`config.mk`:
```
export PLATFORM = sky130hd
export DESIGN_NAME = ecc_page_engine
export DESIGN_NICKNAME = d
export VERILOG_FILES = /design/src/rtl/ecc_pkg.sv /design/src/rtl/ecc_half_acc.sv /design/src/rtl/ecc_syndrome.sv /design/src/rtl/ecc_ctrl.sv /design/src/rtl/ecc_page_engine.sv
export SDC_FILE = /design/constraint.sdc
export NUM_CORES = 1
export LEC_CHECK = 0
export ABC_AREA = 1
export ABC_CLOCK_PERIOD_IN_PS = 1500
export CORE_MARGIN = 2
export CORE_UTILIZATION = 45
export CTS_CLUSTER_SIZE = 20
export DETAILED_ROUTE_END_ITERATION = 7
export DONT_BUFFER_PORTS = 1
export PLACE_DENSITY = 0.69
export RECOVER_POWER = 100
export SLEW_MARGIN = 30
export SYNTH_ARGS = -nofsm -noshare
export SYNTH_HDL_FRONTEND = slang
export SYNTH_SLANG_ARGS = --single-unit
```
`constraint.sdc`:
```
create_clock -name clk -period 1.5 [get_ports clk]
set_input_delay 0.075 -clock clk [delete_from_list [all_inputs] [get_ports clk]]
set_output_delay 0.075 -clock clk [all_outputs]
set_load 0.03 [all_outputs]
```
`src/rtl/ecc_pkg.sv`:
```
package ecc_pkg;
  localparam int N_HALVES   = 2;
  localparam int CODE_BYTES = 3;
  localparam int CODE_W     = 8 * CODE_BYTES;
  localparam int STAT_W     = 16;
  localparam int CP_W       = 6;

  localparam logic [STAT_W-1:0] STAT_CLEAN = 16'h0000;
  localparam logic [STAT_W-1:0] STAT_UNCOR = 16'h8000;
  localparam logic [1:0]        PAD_BITS   = 2'b11;
endpackage

```
`src/rtl/ecc_half_acc.sv`:
```
module ecc_half_acc
  import ecc_pkg::*;
#(
  parameter int ADDR_W = 8
) (
  input  logic                clk,
  input  logic                rst_n,
  input  logic                clr,
  input  logic                en,
  input  logic [ADDR_W-1:0]   addr,
  input  logic [7:0]          data,
  output logic [2*ADDR_W-1:0] lp,
  output logic [CP_W-1:0]     cp
);
  logic                par;
  logic [2*ADDR_W-1:0] lp_step;
  logic [CP_W-1:0]     cp_step;

  always_comb begin
    par = ^data;
    for (int k = 0; k < ADDR_W; k++) begin
      lp_step[2*k+1] = par & addr[k];
      lp_step[2*k]   = par & ~addr[k];
    end
    cp_step = '0;
    for (int j = 0; j < CP_W/2; j++) begin
      for (int b = 0; b < 8; b++) begin
        if (((b >> j) & 1) == 1) cp_step[2*j+1] = cp_step[2*j+1] ^ data[b];
        else                     cp_step[2*j]   = cp_step[2*j]   ^ data[b];
      end
    end
  end

  always_ff @(posedge clk or negedge rst_n) begin
    if (!rst_n) begin
      lp <= '0;
      cp <= '0;
    end else if (clr) begin
      lp <= '0;
      cp <= '0;
    end else if (en) begin
      lp <= lp ^ lp_step;
      cp <= cp ^ cp_step;
    end
  end
endmodule

```
`src/rtl/ecc_syndrome.sv`:
```
module ecc_syndrome
  import ecc_pkg::*;
#(
  parameter int ADDR_W = 8
) (
  input  logic [2*ADDR_W-1:0] lp_ref,
  input  logic [CP_W-1:0]     cp_ref,
  input  logic [2*ADDR_W-1:0] lp_calc,
  input  logic [CP_W-1:0]     cp_calc,
  output logic [STAT_W-1:0]   status
);
  localparam int U_W    = 2*ADDR_W + CP_W;
  localparam int PAIRS  = U_W / 2;

  logic [U_W-1:0]   diff;
  logic [PAIRS-1:0] mixed;
  logic [7:0]       byte_idx;
  logic [2:0]       bit_idx;

  always_comb begin
    diff = {cp_ref ^ cp_calc, lp_ref ^ lp_calc};
    for (int i = 0; i < PAIRS; i++) mixed[i] = diff[2*i] ^ diff[2*i+1];
    byte_idx = '0;
    for (int k = 0; k < ADDR_W; k++) byte_idx[k] = diff[2*k+1];
    for (int j = 0; j < 3; j++) bit_idx[j] = diff[2*ADDR_W + 2*j + 1];

    if (diff == '0)   status = STAT_CLEAN;
    else if (&mixed)  status = {2'b01, 3'b000, bit_idx, byte_idx};
    else              status = STAT_UNCOR;
  end
endmodule

```
`src/rtl/ecc_ctrl.sv`:
```
module ecc_ctrl
  import ecc_pkg::*;
#(
  parameter int PAGE_BYTES = 512,
  parameter int ADDR_W     = 8,
  parameter int CNT_W      = 10
) (
  input  logic                          clk,
  input  logic                          rst_n,
  input  logic                          ecc_en,
  input  logic                          chk_mode,
  input  logic                          acc_mode,
  input  logic                          byte_valid,
  input  logic [7:0]                    byte_data,
  input  logic                          res_ready,
  output logic [N_HALVES-1:0]           half_en,
  output logic [ADDR_W-1:0]             addr,
  output logic                          clr,
  output logic                          ptr,
  output logic [N_HALVES*CODE_W-1:0]    stored_flat
);
  localparam int STORE_N = N_HALVES * CODE_BYTES;
  localparam int LIMIT   = PAGE_BYTES + STORE_N;
  localparam int SEL_W   = CNT_W - ADDR_W;

  logic [CNT_W-1:0] cnt;
  logic [CNT_W-1:0] off;
  logic [SEL_W-1:0] sel;
  logic             take, rd_adv, in_page, in_store;
  logic [7:0]       stored [STORE_N];

  assign take     = byte_valid && !acc_mode && ecc_en;
  assign clr      = acc_mode && res_ready && ecc_en;
  assign rd_adv   = acc_mode && res_ready && !ecc_en && !chk_mode;
  assign in_page  = cnt < CNT_W'(PAGE_BYTES);
  assign in_store = !in_page && (cnt < CNT_W'(LIMIT));
  assign off      = cnt - CNT_W'(PAGE_BYTES);
  assign sel      = cnt[CNT_W-1:ADDR_W];
  assign addr     = cnt[ADDR_W-1:0];

  for (genvar h = 0; h < N_HALVES; h++) begin : g_en
    assign half_en[h] = take && in_page && (sel == SEL_W'(h));
  end

  always_ff @(posedge clk or negedge rst_n) begin
    if (!rst_n) begin
      cnt <= '0;
      ptr <= 1'b0;
    end else if (clr) begin
      cnt <= '0;
      ptr <= 1'b0;
    end else begin
      if (take && cnt < CNT_W'(LIMIT)) cnt <= cnt + CNT_W'(1);
      if (rd_adv) ptr <= ~ptr;
    end
  end

  for (genvar s = 0; s < STORE_N; s++) begin : g_store
    always_ff @(posedge clk or negedge rst_n) begin
      if (!rst_n)                                        stored[s] <= '0;
      else if (clr)                                      stored[s] <= '0;
      else if (take && chk_mode && in_store && off == CNT_W'(s)) stored[s] <= byte_data;
    end
    assign stored_flat[8*s +: 8] = stored[s];
  end
endmodule

```
`src/rtl/ecc_page_engine.sv`:
```
module ecc_page_engine
  import ecc_pkg::*;
#(
  parameter int PAGE_BYTES = 512
) (
  input  logic        clk,
  input  logic        rst_n,
  input  logic        ecc_en,
  input  logic        chk_mode,
  input  logic        acc_mode,
  input  logic        byte_valid,
  output logic        byte_ready,
  input  logic [7:0]  byte_data,
  output logic        res_valid,
  input  logic        res_ready,
  output logic [31:0] res_data
);
  localparam int HALF_BYTES = PAGE_BYTES / N_HALVES;
  localparam int ADDR_W     = $clog2(HALF_BYTES);
  localparam int CNT_W      = $clog2(PAGE_BYTES + N_HALVES*CODE_BYTES + 1);

  logic [N_HALVES-1:0]        half_en;
  logic [ADDR_W-1:0]          addr;
  logic                       clr, ptr;
  logic [N_HALVES*CODE_W-1:0] stored_flat;
  logic [N_HALVES*CODE_W-1:0] code_flat;
  logic [N_HALVES*STAT_W-1:0] stat_flat;

  assign byte_ready = !acc_mode;
  assign res_valid  = acc_mode;

  ecc_ctrl #(.PAGE_BYTES(PAGE_BYTES), .ADDR_W(ADDR_W), .CNT_W(CNT_W)) u_ctrl (
    .clk(clk), .rst_n(rst_n), .ecc_en(ecc_en), .chk_mode(chk_mode),
    .acc_mode(acc_mode), .byte_valid(byte_valid), .byte_data(byte_data),
    .res_ready(res_ready), .half_en(half_en), .addr(addr), .clr(clr),
    .ptr(ptr), .stored_flat(stored_flat)
  );

  for (genvar h = 0; h < N_HALVES; h++) begin : g_half
    logic [2*ADDR_W-1:0] lp;
    logic [CP_W-1:0]     cp;

    ecc_half_acc #(.ADDR_W(ADDR_W)) u_acc (
      .clk(clk), .rst_n(rst_n), .clr(clr), .en(half_en[h]),
      .addr(addr), .data(byte_data), .lp(lp), .cp(cp)
    );

    assign code_flat[CODE_W*h +: CODE_W] = {cp, PAD_BITS, lp};

    ecc_syndrome #(.ADDR_W(ADDR_W)) u_syn (
      .lp_ref (stored_flat[CODE_W*h +: 2*ADDR_W]),
      .cp_ref (stored_flat[CODE_W*h + 2*ADDR_W + 2 +: CP_W]),
      .lp_calc(lp),
      .cp_calc(cp),
      .status (stat_flat[STAT_W*h +: STAT_W])
    );
  end

  always_comb begin
    if (chk_mode) res_data = stat_flat;
    else          res_data = {8'h00, code_flat[CODE_W*ptr +: CODE_W]};
  end
endmodule

```
==> out/metrics.yaml <==
cts_tree: "built"
placementRows: 43
cp_num_cells: 8
route.vias.total: 6723
place_area_um2: 8280
synth-seq-cells: 99
grt-ovfl-total: 0
busiest_layer: "met2"
netlist_instances: 853
cts_hold_buf: 3
startpoint_type: "flip-flop"
r2r_slack_ps: -240
start_util_pct: 46.0
hp-class: "input pin to async pin"
reg2reg_from: "u_ctrl.cnt[5]"
viasPerCell: 5.64
avgRoutedWirePerCell_um: 18.9
setup_viol: 107
yosys_warnings: 0
final_area_um2: 9500
clock-sinks: 99
ios: 49
hpwl_mm: 14.8
max_freq_ghz: 0.415
portBuffers: 0
met3_usage_pct: 4.70
first_iter_violations: 767
clkSlewWorstSetupHoldPaths_ps: 70
grt_setup_unrepaired: "yes"
die_y_um: 123
maxSlewViolCount: 0
synth-seq-area-share_pct: 38.8
powerDensity_nw_per_um2: 1280
gp_congestion: 0.914
max-clock-path-buffers: 2
setup_ws_ps: -911
use_met2_pct: 47.9
worstPathArrival_ps: 2340
crit_fanout: 2
htreeDepth: 3
layout.nets: 1049
finalWirelength_mm: 22.6
fin_crit_sh_pct: 161
status: "finished with violations"
antenna_found_initial: 0
cp.required_ps: 1420
tightest_slew_ps: 720
vdd_drop_max_uv: 602
final_hold_viol_count: 99
clock_tree.root_cell: "clkbuf_16"
worstSetupPathType: "flip-flop to primary output"
final_cell_mix: "nand2_1, buf_4, dfrtp_1"
die_area_um2: 15100
numCtsBuffers: 9
syn_avg_cell_area_um2: 7.48
route.detailed.drc: 0
violations: "negative hold slack, negative setup slack"
grt_pass1_wl_mm: 34.3
track_usage_pct: 30.4
finClkSkew_ps: 10.5
period_minus_slack_ps: 2410
critical_path_buf_inv_count: 2
die_width_um: 123
fillerInstances: 1003
crit_path_max_incr_delay_ps: 410
synthToLayoutAreaGrowth_pct: 48.9
maxSlewHeadroom_pct: 51.5
fp.coreArea_um2: 13900
dr.pass1.iters: 5
final_common_cell: "nand2_1"
end_kind: "primary output"
fin_util_pct: 68.4
diodes: 0
p_leak_nw: 4.47
worst_r2r_path_depth: 11
grt_pass1_vias: 6332
critical-path-top-delay-family: "simple AND/OR/NAND/NOR gates"
ant_nets: 0
holdWs_ps: -605
maxCapViolations: 0
grt_max_degree: 100
grt_use_met1_pct: 40.5
drive_gt1_share_pct: 38.8
netlist_area_um2: 6380
r2r_end: "u_ctrl.stored_flat[21]"
path_cells: "xnor2_2 -> ha_1 -> nand4_1 -> nor3_4 -> nand3_2 -> buf_6 -> o21ai_4 -> buf_12"
synth_cell_types: 29
worstSkewPairLatency_ps: 370
slowest_stage: "dfrtp_1"
worst max-delay path by stage:
stage	startpoint	to
5_1_grt	g_half[0].u_acc.lp[7]	res_data[1]
4_1_cts	g_half[1].u_acc.lp[3]	res_data[22]
6_report	g_half[0].u_acc.lp[7]	res_data[10]
3_5_place_dp	u_ctrl.stored_flat[25]	res_data[16]
2_1_floorplan	g_half[1].u_acc.lp[5]	res_data[18]
3_3_place_gp	g_half[1].u_acc.lp[7]	res_data[16]
repair_timing:
action	CTS	global route
endpoints found under the setup margin	106	121
gates cloned	3	0
resized for setup	89	70
pin swaps	33	35
setup buffers	12	11
hold endpoints to repair	100	99
registers in the layout, indices dropped and copies added, names as in the netlist:
signal	count
u_ctrl.cnt	10
g_half.u_acc.cp	12
u_ctrl.ptr	1
u_ctrl.stored_flat	44
g_half.u_acc.lp	32
synth_stat cells:
cell      count  area (um^2)
xor2_1        8         70.1
dfrtp_1      99         2480
buf_1         2         7.51
nor2_1       85          319
nand2_1     195          732
inv_1        71          267
nand4_1      44          275
nand4_4       2         42.5
a21oi_1      36          180
clkbuf_1     16         60.1
conb_1        1         3.75
nand3_1      97          485
o21ai_0      50          250
buf_2        14         70.1
buf_6         1         11.3
ha_1         26          325
o21ai_1       9         45.0
nand3b_1      1         7.51
nand2_2       1         6.26
nor2_4        4         45.0
xnor2_1      50          438
nor3_1       12         60.1
nor4_1        1         6.26
nor2_2        4         25.0
nand4_2       4         50.1
nand2_4       3         33.8
buf_4         5         37.5
and3_1        2         12.5
inv_2        10         37.5
area by class of cell:
class | instances | area (um^2) | area share [%]
Multi-Input combinational cell | 639 | 4510 | 47.5
Inverter | 81 | 313 | 3.29
Sequential cell | 99 | 2480 | 26.1
Timing Repair Buffer | 178 | 1670 | 17.6
Tap cell | 180 | 225 | 2.37
Clock buffer | 9 | 225 | 2.37
Clock inverter | 7 | 82.6 | 0.869
power by group:
part / leakage, nW / internal, mW / switching [mW]
registers: 1.35 / 3.09 / 0.432
logic: 2.98 / 2.72 / 3.49
clock network: 0.145 / 1.32 / 1.14
per-stage QoR:
stage / setup TNS, ps / hold slack [ps] / power (mW) / setup WS (ps) / instances
finish: -30880 / -605 / 12.2 / -911 / 1193
global route: -41310 / -611 / 12.8 / -959 / 1193
CTS: -25200 / -607 / 11.7 / -800 / 1183
detailed placement: -18990 / -216 / 8.58 / -469 / 1151
global placement: -16600 / -215 / 8.49 / -462 / 1151
floorplan: -15540 / -221 / 6.51 / -438 / 855
logic make-up (layout without fill, tap and decap cells):
logic type,Yosys count,in the layout,share of synthesized area [%]
adders and majority gates,26,26,5.10
AOI/OAI and AO/OA,95,95,7.45
and+or+nand+nor,455,457,32.9
xor gates and xnor gates,58,58,7.96
buffers and inverters,119,275,7.69
other,1,3,0.0588
DFF,99,99,38.8
layer usage:
metal / up-vias / part of all wire [%]
li1: 3132 / -
met1: 3193 / 40
met2: 335 / 47
met3: 63 / 8.3
met4: 0 / 4.0
met5: - / 0
(Power assumes the default switching activity.)
